--- config.mk ---
export PLATFORM = sky130hd
export DESIGN_NAME = lapic_timer
export DESIGN_NICKNAME = d
export VERILOG_FILES = /design/src/rtl/lapic_timer_pkg.sv /design/src/rtl/lapic_timer_divcfg.sv /design/src/rtl/lapic_timer_core.sv /design/src/rtl/lapic_timer_readout.sv /design/src/rtl/lapic_timer.sv
export SDC_FILE = /design/constraint.sdc
export NUM_CORES = 1
export LEC_CHECK = 0
export ABC_CLOCK_PERIOD_IN_PS = 6500
export BUFFER_PORTS_ARGS = -buffer_cell sky130_fd_sc_hd__buf_4
export CORE_MARGIN = 8
export CORE_UTILIZATION = 30
export CTS_CLUSTER_SIZE = 30
export DETAILED_ROUTE_END_ITERATION = 8
export HOLD_SLACK_MARGIN = 0.06
export MAX_ROUTING_LAYER = met4
export PLACE_DENSITY = 0.43
export RECOVER_POWER = 50
export SLEW_MARGIN = 10
export SYNTH_ARGS = -nofsm -noshare
export SYNTH_HDL_FRONTEND = slang
export SYNTH_SLANG_ARGS = --single-unit
--- constraint.sdc ---
create_clock -name clk -period 6.5 [get_ports clk]
set_input_delay 0 -clock clk [delete_from_list [all_inputs] [get_ports clk]]
set_output_delay 0 -clock clk [all_outputs]
set_load 0.005 [all_outputs]
--- src/rtl/lapic_timer_pkg.sv ---
package lapic_timer_pkg;
  localparam int CFG_W = 4;
  localparam logic [CFG_W-1:0] CFG_KEEP = 4'b1011;

  // split 3-bit code, shift wraps modulo 8
  function automatic logic [2:0] code_to_shift(input logic [CFG_W-1:0] cfg);
    logic [2:0] code;
    code = {cfg[3], cfg[1:0]};
    return code + 3'd1;
  endfunction
endpackage

--- src/rtl/lapic_timer_divcfg.sv ---
module lapic_timer_divcfg
  import lapic_timer_pkg::*;
(
  input  logic             clk,
  input  logic             rst,
  input  logic             wr,
  input  logic [CFG_W-1:0] wval,
  output logic [CFG_W-1:0] cfg,
  output logic [2:0]       shift
);
  logic [CFG_W-1:0] cfg_q;

  always_ff @(posedge clk) begin
    if (rst)     cfg_q <= '0;
    else if (wr) cfg_q <= wval & CFG_KEEP;
  end

  assign cfg   = cfg_q;
  assign shift = code_to_shift(cfg_q);
endmodule

--- src/rtl/lapic_timer_core.sv ---
module lapic_timer_core #(
  parameter int CNT_W = 32,
  localparam int REM_W = CNT_W + 7
) (
  input  logic             clk,
  input  logic             rst,
  input  logic             tick,
  input  logic             load,
  input  logic [CNT_W-1:0] load_val,
  input  logic [2:0]       shift,
  output logic [REM_W-1:0] remain,
  output logic             expire
);
  logic [REM_W-1:0] rem_q;
  logic             exp_q;
  logic [REM_W-1:0] span;

  assign span = REM_W'(load_val) << shift;

  always_ff @(posedge clk) begin
    if (rst) begin
      rem_q <= '0;
      exp_q <= 1'b0;
    end else if (load) begin
      rem_q <= (load_val == '0) ? '0 : span + REM_W'(!tick);
      exp_q <= 1'b0;
    end else begin
      exp_q <= tick && (rem_q == REM_W'(1));
      if (tick && rem_q != '0) rem_q <= rem_q - REM_W'(1);
    end
  end

  assign remain = rem_q;
  assign expire = exp_q;


  pulse_single_chk: assert property (@(posedge clk) disable iff (rst)
    exp_q |=> !exp_q);

  pulse_from_last_chk: assert property (@(posedge clk) disable iff (rst)
    $rose(exp_q) |-> $past(rem_q) == REM_W'(1));

  idle_quiet_chk: assert property (@(posedge clk) disable iff (rst)
    (rem_q == '0 && !load) |=> !exp_q);

  no_grow_chk: assert property (@(posedge clk) disable iff (rst)
    !load |=> rem_q <= $past(rem_q));
endmodule

--- src/rtl/lapic_timer_readout.sv ---
module lapic_timer_readout #(
  parameter int CNT_W = 32,
  localparam int REM_W = CNT_W + 7
) (
  input  logic [REM_W-1:0] remain,
  input  logic [2:0]       shift,
  output logic [CNT_W-1:0] periods
);
  logic [REM_W:0] bias;
  logic [REM_W:0] sum;

  always_comb begin
    bias    = ((REM_W+1)'(1) << shift) - (REM_W+1)'(1);
    sum     = ((REM_W+1)'(remain) + bias) >> shift;
    periods = sum[CNT_W-1:0];
  end
endmodule

--- src/rtl/lapic_timer.sv ---
module lapic_timer
  import lapic_timer_pkg::*;
#(
  parameter int ADDR_W = 12,
  parameter int DATA_W = 32,
  parameter logic [ADDR_W-1:0] OFS_START = 12'h380,
  parameter logic [ADDR_W-1:0] OFS_LEFT  = 12'h390,
  parameter logic [ADDR_W-1:0] OFS_DIV   = 12'h3E0
) (
  input  logic              clk,
  input  logic              rst,
  input  logic              base_tick,
  input  logic              wr_en,
  input  logic              rd_en,
  input  logic [ADDR_W-1:0] addr,
  input  logic [DATA_W-1:0] wdata,
  output logic [DATA_W-1:0] rdata,
  output logic              rvalid,
  output logic              expire
);
  localparam int REM_W = DATA_W + 7;

  logic              wr_start, wr_div;
  logic [CFG_W-1:0]  cfg;
  logic [2:0]        shift;
  logic [REM_W-1:0]  remain;
  logic [DATA_W-1:0] periods;
  logic [DATA_W-1:0] start_q;
  logic [DATA_W-1:0] rd_mux;
  logic [DATA_W-1:0] rdata_q;
  logic              rvalid_q;

  assign wr_start = wr_en && addr == OFS_START;
  assign wr_div   = wr_en && addr == OFS_DIV;

  lapic_timer_divcfg i_divcfg (
    .clk(clk), .rst(rst), .wr(wr_div), .wval(wdata[CFG_W-1:0]),
    .cfg(cfg), .shift(shift)
  );

  lapic_timer_core #(.CNT_W(DATA_W)) i_core (
    .clk(clk), .rst(rst), .tick(base_tick), .load(wr_start),
    .load_val(wdata), .shift(shift), .remain(remain), .expire(expire)
  );

  lapic_timer_readout #(.CNT_W(DATA_W)) i_readout (
    .remain(remain), .shift(shift), .periods(periods)
  );

  always_ff @(posedge clk) begin
    if (rst)           start_q <= '0;
    else if (wr_start) start_q <= wdata;
  end

  always_comb begin
    rd_mux = '0;
    if (addr == OFS_START)     rd_mux = start_q;
    else if (addr == OFS_LEFT) rd_mux = periods;
    else if (addr == OFS_DIV)  rd_mux = DATA_W'(cfg);
  end

  always_ff @(posedge clk) begin
    if (rst) begin
      rdata_q  <= '0;
      rvalid_q <= 1'b0;
    end else begin
      rvalid_q <= rd_en;
      if (rd_en) rdata_q <= rd_mux;
    end
  end

  assign rdata  = rdata_q;
  assign rvalid = rvalid_q;


  read_valid_chk: assert property (@(posedge clk) disable iff (rst)
    rd_en |=> rvalid);

  read_quiet_chk: assert property (@(posedge clk) disable iff (rst)
    !rd_en |=> !rvalid);
endmodule

# Yosys cells after proc, flatten, opt, wreduce, memory -nomap -nowiden
# Index checks and enable logic that the tools add are counted.
[totals]
out_inout_bits = 34
wordCells = 33
register_bits = 108
inputBits = 49
[classes]
add_sub_neg = 5
n_reduce_logical = 9
shift = 3
eq_ne = 4
mux = 6
[ops]
columns = ["op", "n"]
rows = [
  ["$mux 39", 3],
  ["$mux 32", 2],
  ["$add 39x40->40", 1],
  ["$shl 1x3->40 const A", 1],
  ["$shr 40x3->32", 1],
  ["$sub 40x2->40 const B", 1],
  ["$add 39x1->39", 1],
  ["$eq 39x1->1 const B", 1],
  ["$reduce_bool 39->1", 1],
  ["$shl 32x3->39", 1],
  ["$sub 39x1->39 const B", 1],
  ["$eq 12x10->1 const B", 3],
  ["$logic_not 32->1", 1],
  ["$logic_and 1x1->1", 4],
  ["$mux 4", 1],
  ["$add 3x1->3 const B", 1],
  ["$reduce_bool 2->1", 1],
  ["$reduce_or 2->1", 1],
  ["$logic_not 1->1", 1],
]

# Depth between registers and ports, before layout
# Gate-level depths: netlist of the first run.
[logic_depth]
depth_word = 7
mapped_depth = 23
mapped_depth_nobuf = 16

# Cells and area by module
# From an unflattened synthesis of the first run, not the netlist that was laid out.
[unflattened]
cells_unflattened = 1518
hier_area_um2 = 11629.9
[by_module_without_submodules]
columns = ["mod", "cells_each", "seq_area_each_um2", "n_inst", "area_each_um2"]
rows = [
  ["lapic_timer_core", 605, 800.8, 1, 4785.8],
  ["lapic_timer_readout", 595, 0.0, 1, 4092.7],
  ["lapic_timer", 304, 1301.2, 1, 2613.8],
  ["lapic_timer_divcfg", 14, 60.1, 1, 137.6],
]

# Worst setup path before layout of the first run
# Ideal clock, no wire load.
[synth_path]
path_kind = "register to register"
from = "reg i_divcfg.cfg_q[0] (netlist: i_divcfg.cfg[0])"
to = "reg rdata_q[22] (netlist: rdata[22])"
period_less_slack_ns = 5.342
setup_slack_ns = 1.158
setup_ns = 0.139
stages_incl_launch_ff = 21
arrival_ns = 5.203
required_ns = 6.361
path_buffers = 4
cell_sequence = "dfxtp_1 ha_1 xnor2_1 buf_6 clkbuf_1 buf_1 clkbuf_1 nand2_1 ha_1 inv_1 ha_1 fa_1 a211oi_1 o21ai_0 and4bb_2 nor3_1 nor3_1 nand2b_1 mux4_2 a222oi_1 a311oi_1"
[synth_between]
elab_chain_len = 7
[synth_rtl]
columns = ["item", "line", "text"]
rows = [
  ["start, declared", "lapic_timer_divcfg.sv:11", "logic [CFG_W-1:0] cfg_q;"],
  ["start signal, assigned", "lapic_timer_divcfg.sv:15", "else if (wr) cfg_q <= wval & CFG_KEEP;"],
  ["$add 3x1->3 (*)", "lapic_timer_pkg.sv:9", "return code + 3'd1;"],
  ["$shl 1x3->40", "lapic_timer_readout.sv:13", "bias = ((REM_W+1)'(1) << shift) - (REM_W+1)'(1);"],
  ["$sub 40x2->40", "lapic_timer_readout.sv:13", ""],
  ["$add 39x40->40", "lapic_timer_readout.sv:14", "sum = ((REM_W+1)'(remain) + bias) >> shift;"],
  ["$shr 40x3->32 (*)", "lapic_timer_readout.sv:14", ""],
  ["$mux 32 (*)", "lapic_timer.sv:58", "else if (addr == OFS_LEFT) rd_mux = periods;"],
  ["$mux 32 (*)", "lapic_timer.sv:57", "if (addr == OFS_START) rd_mux = start_q;"],
  ["end signal, assigned", "lapic_timer.sv:68", "if (rd_en) rdata_q <= rd_mux;"],
  ["end, declared", "lapic_timer.sv:30", "logic [DATA_W-1:0] rdata_q;"],
]
# Every way passes the cells marked *; elsewhere a longest branch is shown, timed or not.
# A chain may end at the register's enable or synchronous reset.

# Final worst setup path of the first run
# Ends and elaborated chain as after synthesis.

==> impl_metrics.csv, run 1 <==
group,metric,value,unit
synthesis,ys.flop_type,"dfxtp_1",
finish,fin_nets,1757,
drt,drt-total-wl,50400,um
floorplan,start_util,30.3,%
synthesis,synth_xor_area_share,5.75,%
synthesis,synth_top_area_share,18.0,%
finish,regArea,2170,sq um
setup_path,ff2ff_setup_slack,1.30,ns
min_path,min_path_type,"input pin to register",
clock_network,hold_buffers,44,
grt,overflow,0,
run,drv_cap,2,
status,failed_checks,"capacitance limit, slew limit",
finish,fillers,4322,
sta,max_slew_margin,-82.5,%
place,gp_congestion,0.889,
finish,diodes,0,
place,placed_cells,2093,
synthesis,synthSimpleGateAreaFrac,24.7,%
synthesis,ys_seq_area_share,18.0,%
synthesis,synth-edff-count,0,
drt,drtAntennaViolNets,0,
setup_path,critPathKind,"register to register",
drt,firstDrtPassIters,7,
synthesis,yosys.area.top_type,"dfxtp_1",
setup_path,critPathMaxFanout,22,
synthesis,yosys_warnings,0,
grt,antenna_found_initial,0,
clock_network,clk_latency,0.39,ns
synthesis,synth_compound_area_share,23.4,%
place,place_area,12900,sq um
drt,drc,0,
sta,hold_slack,0.0822,ns
status,status,"complete, but fails checks",
clock_network,cts.clk_slew.worst_paths,0.10,ns
sta,tightest_slew,2.74,ns
finish,drive_above_1_share,11.9,%
clock_network,cts.sinks,108,
clock_network,post_cts_buffers,0,
setup_path,cpMaxStageDelayCell,"dfxtp_4",
grt,grt_start_max_net_pins,69,
sta,fmax,192,MHz
synthesis,synthMuxAreaShare,11.9,%
grt,grt_pass1_wl,76600,um
power_and_ir_drop,total_power,8.22,mW
floorplan,rows,73,
synthesis,avgSynthCellArea,7.73,sq um
place,hpwl,39600,um
clock_network,numCtsBuffers,9,
finish,multiInputGateArea,8990,sq um
clock_network,max-clock-path-buffers,2,
synthesis,syn-num-nets,1687,
power_and_ir_drop,ir_worst_vdd,259,uV
clock_network,h-tree-depth,3,
power_and_ir_drop,power.leakage,4.92,nW
synthesis,synth_top_family_by_area,"simple AND/OR/NAND/NOR gates",
sta,fin_crit,5.20,ns
grt,first_global_vias,11900,
sta,fin_skew,0.0198,ns
sta,setup_viol,0,
floorplan,pin_count,83,
sta,fin_crit_sh,79.9,%
setup_path,worstPathArrival,5.31,ns
drt,vias_per_cell,5.65,
setup_path,path_common_cell,"ha_1",
finish,area.growth.synth_to_final,13.2,%
setup_path,cpPeakStageDelay,0.54,ns
place,portBuffers,82,
sta,rsz0062_at_grt,"false",
synthesis,synth.area.top_cells,"dfxtp_1, ha_1, mux4_2, nand2_1, a21oi_1",
clock_network,cts_root_buf,"clkbuf_16",
sta,slew_viol_final,113,
floorplan,die-area,46700,sq um
setup_path,critPathCaptureType,"register",
synthesis,ys_ff_latch,108,
finish,design_area,13600,sq um
drt,wl_per_cell,23.4,um
grt,grtUsageTotal,21.6,%
clock_network,cts_tree,"done",
sta,final_hold_viol_count,0,
synthesis,synthCells,1553,
synthesis,synth_fa_ha_area_share,8.92,%
floorplan,die_h,216,um
clock_network,post_cts_resized,0,
synthesis,ys_async_sr_fraction,0,%
sta,tns,0,ns
synthesis,post_synth_num_cell_types,111,
setup_path,start_kind,"register",
floorplan,coreArea,39600,sq um
finish,layout.cells.non_filler,2153,
drt,vias,12200,
drt,drt_iter0_markers,986,
power_and_ir_drop,powerDensity,605,nW/um^2
floorplan,die_w,216,um
setup_path,crit_chain,"ha_1 > xnor2_2 > buf_4 > nand2_1 > ha_1 > inv_1 > ha_1 > fa_1 > a211oi_1 > o21ai_0 > and4bb_2 > nor3_1 > nor3_1 > nand2b_1 > mux4_2 > a222oi_1 > a311oi_1",
setup_path,crit_required,6.61,ns
synthesis,synth_area,12000,sq um
-- cell type report --
cell class	instances	area share, %
multi-input combinational	1269	66.2
sequential	108	15.9
timing repair buffer	146	8.24
tap	525	4.83
inverter	89	2.46
clock buffer	9	1.66
clock inverter	7	0.681
-- logic make-up after synthesis --
group           after synthesis
compound gates              408
xor+xnor                     78
fa+ha+maj                    85
buf+inv                     176
flops                       108
mux                          94
simple gates                604
-- state kept, by name (all words and copies together) (netlist names) --
register	flops
rvalid	1
start_q	32
i_core.remain	39
i_divcfg.cfg	3
rdata	32
i_core.expire	1
-- per-stage QoR --
| step | utilization (%) | worst slack, ns |
|---|---|---|
| final | 34.3 | 1.30 |
| after global routing | 34.3 | 0.994 |
| after CTS | 34.5 | 1.43 |
| after detailed placement | 32.6 | 1.50 |
| after global placement | 32.6 | 1.58 |
| after floorplan | - | 1.16 |
-- layer usage --
metal  GRT usage (%)  vias to the layer above  share of wire, %
met5               -                        -                 0
li1                -                     5851                 -
met4            3.94                        0               1.4
met2            34.7                      323                47
met3            1.99                       35               4.2
met1            29.5                     5945                47
-- synthesized netlist by cell type (6+ instances only) --
library cell and n:
o22ai_1 12, nand3_1 53, nor4_1 21, xnor2_1 54, or2_2 10, a21o_1 8, dfxtp_1 108, nor2_1 127
a32oi_1 6, clkbuf_8 8, mux2i_1 50, a211oi_1 41, nor2b_1 17, o211ai_1 18, buf_6 11, mux2_2 6
a21boi_0 6, inv_1 86, nor3_1 40, and3_1 9, o21ai_0 44, a311oi_1 11, nand2b_1 12, nand4b_1 7
o21a_1 8, a31oi_1 20, o31ai_1 18, and2_1 16, o311ai_0 7, nand4_1 14, nand2_1 220, ha_1 84
clkbuf_1 54, a21oi_1 117, or3_1 12, xor2_1 23, a221oi_1 10, mux4_2 38, a22oi_1 8
-- placed cells by master, fill, tap and decap left out, drive strengths merged, types with 14 or more instances in the layout --
| cell | instances |
|---|---|
| clkbuf | 46 |
| nor2b | 17 |
| nor2 | 129 |
| a211oi | 41 |
| a31oi | 20 |
| nand4 | 14 |
| nor4 | 27 |
| o211ai | 19 |
| buf | 65 |
| nor3 | 43 |
| dfxtp | 108 |
| a21oi | 117 |
| nand3 | 54 |
| inv | 90 |
| ha | 84 |
| xnor2 | 54 |
| o21ai | 48 |
| mux4 | 38 |
| dlygate4sd3 | 44 |
| and2 | 18 |
| nand2 | 222 |
| mux2i | 50 |
| xor2 | 24 |
| o31ai | 18 |
-- final timing paths --
path              startpoint          end  cells past startpoint
max          i_divcfg.cfg[0]    rdata[22]                     17
min                      rst  start_q[27]                      2
max reg2reg  i_divcfg.cfg[0]    rdata[22]                     17
min reg2reg      start_q[14]  start_q[14]                      2
-- power by group --
group / total (mW) / internal (mW) / switching [mW]
Clock: 0.638 / 0.311 / 0.327
Combinational: 6.75 / 2.65 / 4.09
Sequential: 0.834 / 0.749 / 0.0852
Total: 8.22 / 3.71 / 4.51
-- worst max-delay path, delay by kind of cell, from the launching register on --
family	cells	cell delay, ns
AO/OA/AOI/OAI	4	0.96
XOR/XNOR	1	0.15
adder cells (fa/ha/maj)	4	1.31
buffers and inverters	2	0.34
flip-flops	1	0.54
multiplexers	1	0.49
AND/OR/NAND/NOR	5	1.12
Note: power is estimated with default switching activity, not from simulation.
==> inputs of run 2 (changes only) <==
- ABC_AREA: default -> 1
- ABC_CLOCK_PERIOD_IN_PS: 6500 -> 4500
- PLACE_DENSITY: 0.43 -> 0.45
- clock period: 6.5 -> 4.5 ns (I/O delays scaled with it)
==> run 2 against run 1 <==
Net effect: the run still ends with capacitance limit, slew limit left; sequential cell count did not move; sequential power rose by 24%; worst setup slack got worse by 0.77 ns; worst hold slack improved by 0.074 ns; critical endpoint is now start_q[23]; largest cell class unchanged; highest routed layer unchanged.
==> impl_metrics.csv, run 2 <==
group,metric,value,unit
setup_path,cp_top_family,"buffers and inverters",
drt,drc,0,
synthesis,synth_top_family_by_area,"simple AND/OR/NAND/NOR gates",
sta,fin_crit,3.96,ns
finish,fillers,4784,
drt,drt-total-wl,55200,um
clock_network,post_cts_buffers,0,
setup_path,start_kind,"input pin",
sta,rsz0062_at_grt,"false",
clock_network,cts_root_buf,"clkbuf_16",
setup_path,critPathMaxFanout,61,
synthesis,ys_async_sr_fraction,0,%
floorplan,rows,75,
clock_network,hold_buffers,36,
setup_path,crit_required,4.83,ns
setup_path,path_buf_inv,4,
setup_path,critPathCaptureType,"register",
power_and_ir_drop,powerDensity,250,nW/um^2
drt,vias_per_cell,5.19,
sta,slew_viol_final,102,
sta,fin_skew,0.0176,ns
grt,grt_pass1_wl,83200,um
finish,largest_register_ffs,39,
setup_path,worstPathArrival,4.29,ns
floorplan,coreArea,41800,sq um
sta,max_slew_margin,-40.0,%
sta,fin_crit_sh,88.1,%
synthesis,synth_most_common_cell,"nand2_1",
finish,drive_above_1_share,8.60,%
floorplan,start_util,30.2,%
synthesis,synthSimpleGateAreaFrac,40.1,%
power_and_ir_drop,total_power,3.56,mW
drt,drtAntennaViolNets,0,
sta,tightest_slew,2.10,ns
place,portBuffers,82,
clock_network,max-clock-path-buffers,2,
power_and_ir_drop,p_int,1.93,mW
setup_path,cpPeakStageDelay,1.63,ns
power_and_ir_drop,ir_worst_vdd,183,uV
status,status,"complete, but fails checks",
synthesis,synth_common_cells,"nand2_1, inv_1, nand3_1, o21ai_0, nor2_1",
synthesis,syn-num-nets,2326,
synthesis,ys.flop_type,"dfxtp_1",
synthesis,yosys_warnings,0,
finish,area.growth.synth_to_final,12.9,%
finish,fin_nets,2386,
floorplan,die-area,48900,sq um
drt,firstDrtPassIters,5,
run,drv_cap,2,
place,hpwl,44900,um
drt,wl_per_cell,19.7,um
clock_network,post_cts_resized,0,
sta,setup_viol,0,
finish,final_common_cell,"nand2_1",
clock_network,numCtsBuffers,9,
synthesis,synth.area.top_cells,"dfxtp_1, nand2_1, nand3_1, inv_1, ha_1",
synthesis,synthMuxAreaShare,0.793,%
finish,multiInputGateArea,8770,sq um
synthesis,ys_seq_area_share,17.1,%
synthesis,ys_ff_latch,108,
synthesis,synth_xor_area_share,2.57,%
power_and_ir_drop,netSwitchingFraction,45.7,%
power_and_ir_drop,sequentialPowerShare,29.0,%
sta,final_hold_viol_count,0,
grt,grt_start_max_net_pins,75,
synthesis,avgSynthCellArea,5.76,sq um
synthesis,synthCells,2192,
drt,drt_iter0_markers,1172,
clock_network,clk_latency,0.40,ns
clock_network,cts_tree,"done",
floorplan,pin_count,83,
setup_path,critPathKind,"input pin to register",
grt,grtUsageTotal,22.5,%
sta,tns,0,ns
power_and_ir_drop,clockPowerShare,25.2,%
grt,first_global_vias,13800,
synthesis,synth_fa_ha_area_share,8.49,%
clock_network,cts.clk_slew.worst_paths,0.09,ns
floorplan,die_h,221,um
synthesis,post_synth_num_cell_types,54,
grt,overflow,0,
clock_network,h-tree-depth,3,
synthesis,synth-edff-count,0,
power_and_ir_drop,p_switching,1.63,mW
finish,final_cell_mix,"nand2_1, inv_1, nand3_1",
clock_network,cts.sinks,108,
synthesis,synth_top_area_share,17.1,%
status,failed_checks,"capacitance limit, slew limit",
setup_path,path_common_cell,"clkbuf_1",
min_path,min_path_type,"input pin to register",
grt,antenna_found_initial,4,
place,gp_congestion,0.968,
setup_path,cpMaxStageDelayCell,"inv_1",
sta,fmax,252,MHz
power_and_ir_drop,power.leakage,6.64,nW
power_and_ir_drop,pwr-share-comb,45.9,%
setup_path,crit_chain,"dlygate4sd3_1 > clkbuf_1 > inv_1 > clkbuf_1 > o21ai_0 > a21oi_1",
drt,vias,14500,
finish,regArea,2160,sq um
synthesis,synth_compound_area_share,17.6,%
synthesis,yosys.area.top_type,"dfxtp_1",
floorplan,die_w,221,um
synthesis,synth_area,12600,sq um
[run 2: cell count changes in the layout (fill, tap and decap cells not counted), moves of 38 or more]
cell | previous run | this run
nand2_1 | 219 | 570
nand3_1 | 53 | 300
a211oi_1 | 41 | 2
xnor2_1 | 53 | 4
o21ai_0 | 44 | 162
mux2i_1 | 50 | 1
inv_1 | 86 | 317
mux4_2 | 38 | 0
[run 2: stage by stage]
stage / utilization, % / instance area [sq um] / setup slack, ns / std cells / hold slack (ns)
6_report: 34.1 / 14200 / 0.538 / 2799 / 0.156
5_1_grt: 34.1 / 14200 / 0.228 / 2799 / 0.167
4_1_cts: 34.2 / 14300 / 0.637 / 2796 / 0.134
3_5_place_dp: 32.5 / 13600 / 0.673 / 2744 / 0.337
3_3_place_gp: 32.5 / 13600 / 0.717 / 2744 / 0.327
2_1_floorplan: - / 12600 / 0.529 / 2192 / 0.144
[run 2: area by class of cell]
type                    instances  area share, %
multi-input cells            1671           61.6
flip-flops and latches        108           15.2
inverters                     326           8.63
repair buffers                136           7.59
well taps                     539           4.74
clock buffers                   9           1.58
clock inverters                 7          0.606
diodes                          3         0.0527
[run 2: per-layer routing]
metal	track usage (%)	vias to the layer above	share of wire (%)
met5	-	-	0
met4	4.86	0	1.5
li1	-	7290	-
met1	28.0	6780	45
met2	38.1	411	48
met3	3.60	50	5.6
[run 2: power groups by stage]
stage                     clock network, mW  registers, mW  logic [mW]
after global placement                    0           1.05        1.61
final                                 0.895           1.03        1.63
after detailed placement                  0           1.05        1.60
after global routing                  0.946           1.04        1.84
after CTS                             0.911           1.03        1.64
after floorplan                           0           1.04        1.11
[run 2: logic make-up after synthesis]
group / count (synthesis)
muxes: 5
xor gates and xnor gates: 37
adders and majority gates: 85
buffers and inverters: 413
and+or+nand+nor: 1150
AOI/OAI and AO/OA: 394
DFF: 108
[run 2: final timing paths]
check                   from          end  slack [ns]  depth (start not counted)
max                      rst  start_q[23]        0.54                          6
min reg2reg      start_q[29]  start_q[29]        0.45                          2
min                    rd_en     rdata[2]        0.16                          2
max reg2reg  i_divcfg.cfg[1]    rdata[11]        0.64                         23
==> inputs of run 3 (changes only) <==
--- a/config.mk
+++ b/config.mk
@@ -17,3 +17,2 @@
 export PLACE_DENSITY = 0.45
-export RECOVER_POWER = 50
 export SLEW_MARGIN = 10
==> constraint.sdc (replaced) <==
create_clock -name clk -period 4.5 [get_ports clk]
set_input_delay 0.45 -clock clk [delete_from_list [all_inputs] [get_ports clk]]
set_output_delay 0.45 -clock clk [all_outputs]
set_load 0.005 [all_outputs]
==> run 3 against run 2 <==
Net effect: the run now ends clean; clock-buffer cell count is 1 higher; register-to-register slack worse by 0.02 ns; sequential power hardly changed; largest cell class unchanged.
==> impl_metrics.csv, run 3 (synthesis results as in run 2) <==
group,metric,value,unit
status,status,"complete, no violations",
setup_path,worstPathArrival,4.17,ns
grt,grt_pass1_wl,82900,um
power_and_ir_drop,netSwitchingFraction,44.9,%
setup_path,critPathKind,"register to register",
sta,setup_viol,0,
clock_network,post_cts_resized,0,
clock_network,clk_latency,0.40,ns
clock_network,cts.clk_slew.worst_paths,0.09,ns
sta,tightest_slew,0.868,ns
drt,drtAntennaViolNets,0,
drt,firstDrtPassIters,5,
setup_path,start_kind,"register",
grt,antenna_found_initial,2,
clock_network,h-tree-depth,3,
power_and_ir_drop,power.leakage,6.53,nW
finish,design_area,13900,sq um
grt,overflow,0,
setup_path,critPathCaptureType,"register",
sta,fmax,258,MHz
power_and_ir_drop,ir_worst_vdd,214,uV
floorplan,start_util,30.2,%
setup_path,critPathMaxFanout,34,
floorplan,coreArea,41800,sq um
sta,fin_skew,0.0123,ns
finish,final_common_cell,"nand2_1",
clock_network,hold_buffers,0,
place,portBuffers,82,
finish,layout.cells.non_filler,2760,
grt,grt_start_max_net_pins,75,
drt,drt_iter0_markers,1176,
power_and_ir_drop,pwr-share-comb,45.4,%
clock_network,post_cts_buffers,0,
sta,max_slew_margin,42.1,%
sta,final_hold_viol_count,0,
sta,slew_viol_final,0,
finish,multiInputGateArea,8770,sq um
clock_network,cts_tree,"done",
drt,drc,0,
place,gp_congestion,0.977,
sta,tns,0,ns
clock_network,cts.sinks,108,
clock_network,numCtsBuffers,9,
floorplan,die-area,48900,sq um
drt,wl_per_cell,19.9,um
finish,largest_register_ffs,39,
power_and_ir_drop,p_int,1.97,mW
power_and_ir_drop,sequentialPowerShare,28.9,%
finish,area.growth.synth_to_final,10.2,%
clock_network,cts_root_buf,"clkbuf_16",
power_and_ir_drop,total_power,3.57,mW
finish,regArea,2160,sq um
clock_network,max-clock-path-buffers,2,
grt,grtUsageTotal,22.4,%
place,place_area,13600,sq um
finish,fillers,4673,
setup_path,crit_required,4.79,ns
floorplan,rows,75,
grt,first_global_vias,13700,
power_and_ir_drop,powerDensity,257,nW/um^2
run,drv_cap,0,
power_and_ir_drop,p_switching,1.60,mW
floorplan,die_h,221,um
finish,final_cell_mix,"nand2_1, inv_1, nand3_1",
finish,drive_above_1_share,9.10,%
power_and_ir_drop,clockPowerShare,25.7,%
drt,drt-total-wl,55000,um
floorplan,pin_count,83,
sta,fin_crit_sh,86.2,%
sta,fin_crit,3.88,ns
floorplan,die_w,221,um
place,hpwl,44600,um
drt,vias_per_cell,5.20,
min_path,min_path_type,"input pin to register",
finish,fin_nets,2350,
sta,rsz0062_at_grt,"false",
drt,vias,14300,
place,placed_cells,2744,
[run 3: per-stage QoR]
stage | setup WS, ns | utilization (%) | hold WS, ns
after CTS | 0.645 | 33.3 | 0.353
after floorplan | 0.529 | - | 0.425
final | 0.620 | 33.3 | 0.373
after global routing | 0.233 | 33.3 | 0.381
after global placement | 0.738 | 32.5 | 0.434
after detailed placement | 0.669 | 32.5 | 0.440
[run 3: critical path: stages (launching register included)]
cell	delay [ns]
dfxtp_1	0.41
ha_1	0.21
inv_1	0.05
nand2_1	0.09
nand2_4	0.10
inv_2	0.08
buf_4	0.34
nand2_1	0.10
ha_1	0.29
inv_1	0.07
fa_1	0.50
nand3_1	0.10
nand3_1	0.16
nand2_1	0.10
nand2_1	0.09
nand2_1	0.10
nand2_1	0.14
nand2_1	0.14
nand2_1	0.07
nand2_1	0.09
nand3_1	0.10
nand3_1	0.16
nand3_1	0.08
nand2_1	0.08
inv_1	0.04
nand2_1	0.05
a21oi_1	0.06
[run 3: power groups by stage]
| stage | Sequential, mW | Clock [mW] | Combinational [mW] |
|---|---|---|---|
| finish | 1.03 | 0.918 | 1.62 |
| global placement | 1.05 | 0 | 1.62 |
| floorplan | 1.04 | 0 | 1.11 |
| detailed placement | 1.05 | 0 | 1.61 |
| CTS | 1.03 | 0.938 | 1.62 |
| global route | 1.04 | 0.964 | 1.82 |
[run 3: path summary, 6_finish.rpt]
path / depth (start not counted) / end / slack (ns) / startpoint
worst max-delay path: 26 / rdata[30] / 0.62 / i_divcfg.cfg[1]
worst min-delay path: 3 / start_q[0] / 0.37 / wdata[0]
worst max register to register: 26 / rdata[30] / 0.62 / i_divcfg.cfg[1]
worst min register to register: 2 / start_q[27] / 0.46 / start_q[27]
[run 3: final cells by class]
class	count	share of cell area, %
Sequential cell	108	15.6
Clock inverter	5	0.477
Antenna cell	1	0.0180
Clock buffer	10	1.72
Timing Repair Buffer	100	5.40
Tap cell	539	4.85
Inverter	326	8.84
Multi-Input combinational cell	1671	63.1
[run 3: layer usage]
metal | track usage, % | vias to the layer above | wire (um)
met5 | - | - | 0
met4 | 6.28 | 0 | 1290
met3 | 1.84 | 66 | 2180
met2 | 37.2 | 361 | 25900
met1 | 28.9 | 6699 | 25600
li1 | - | 7216 | -
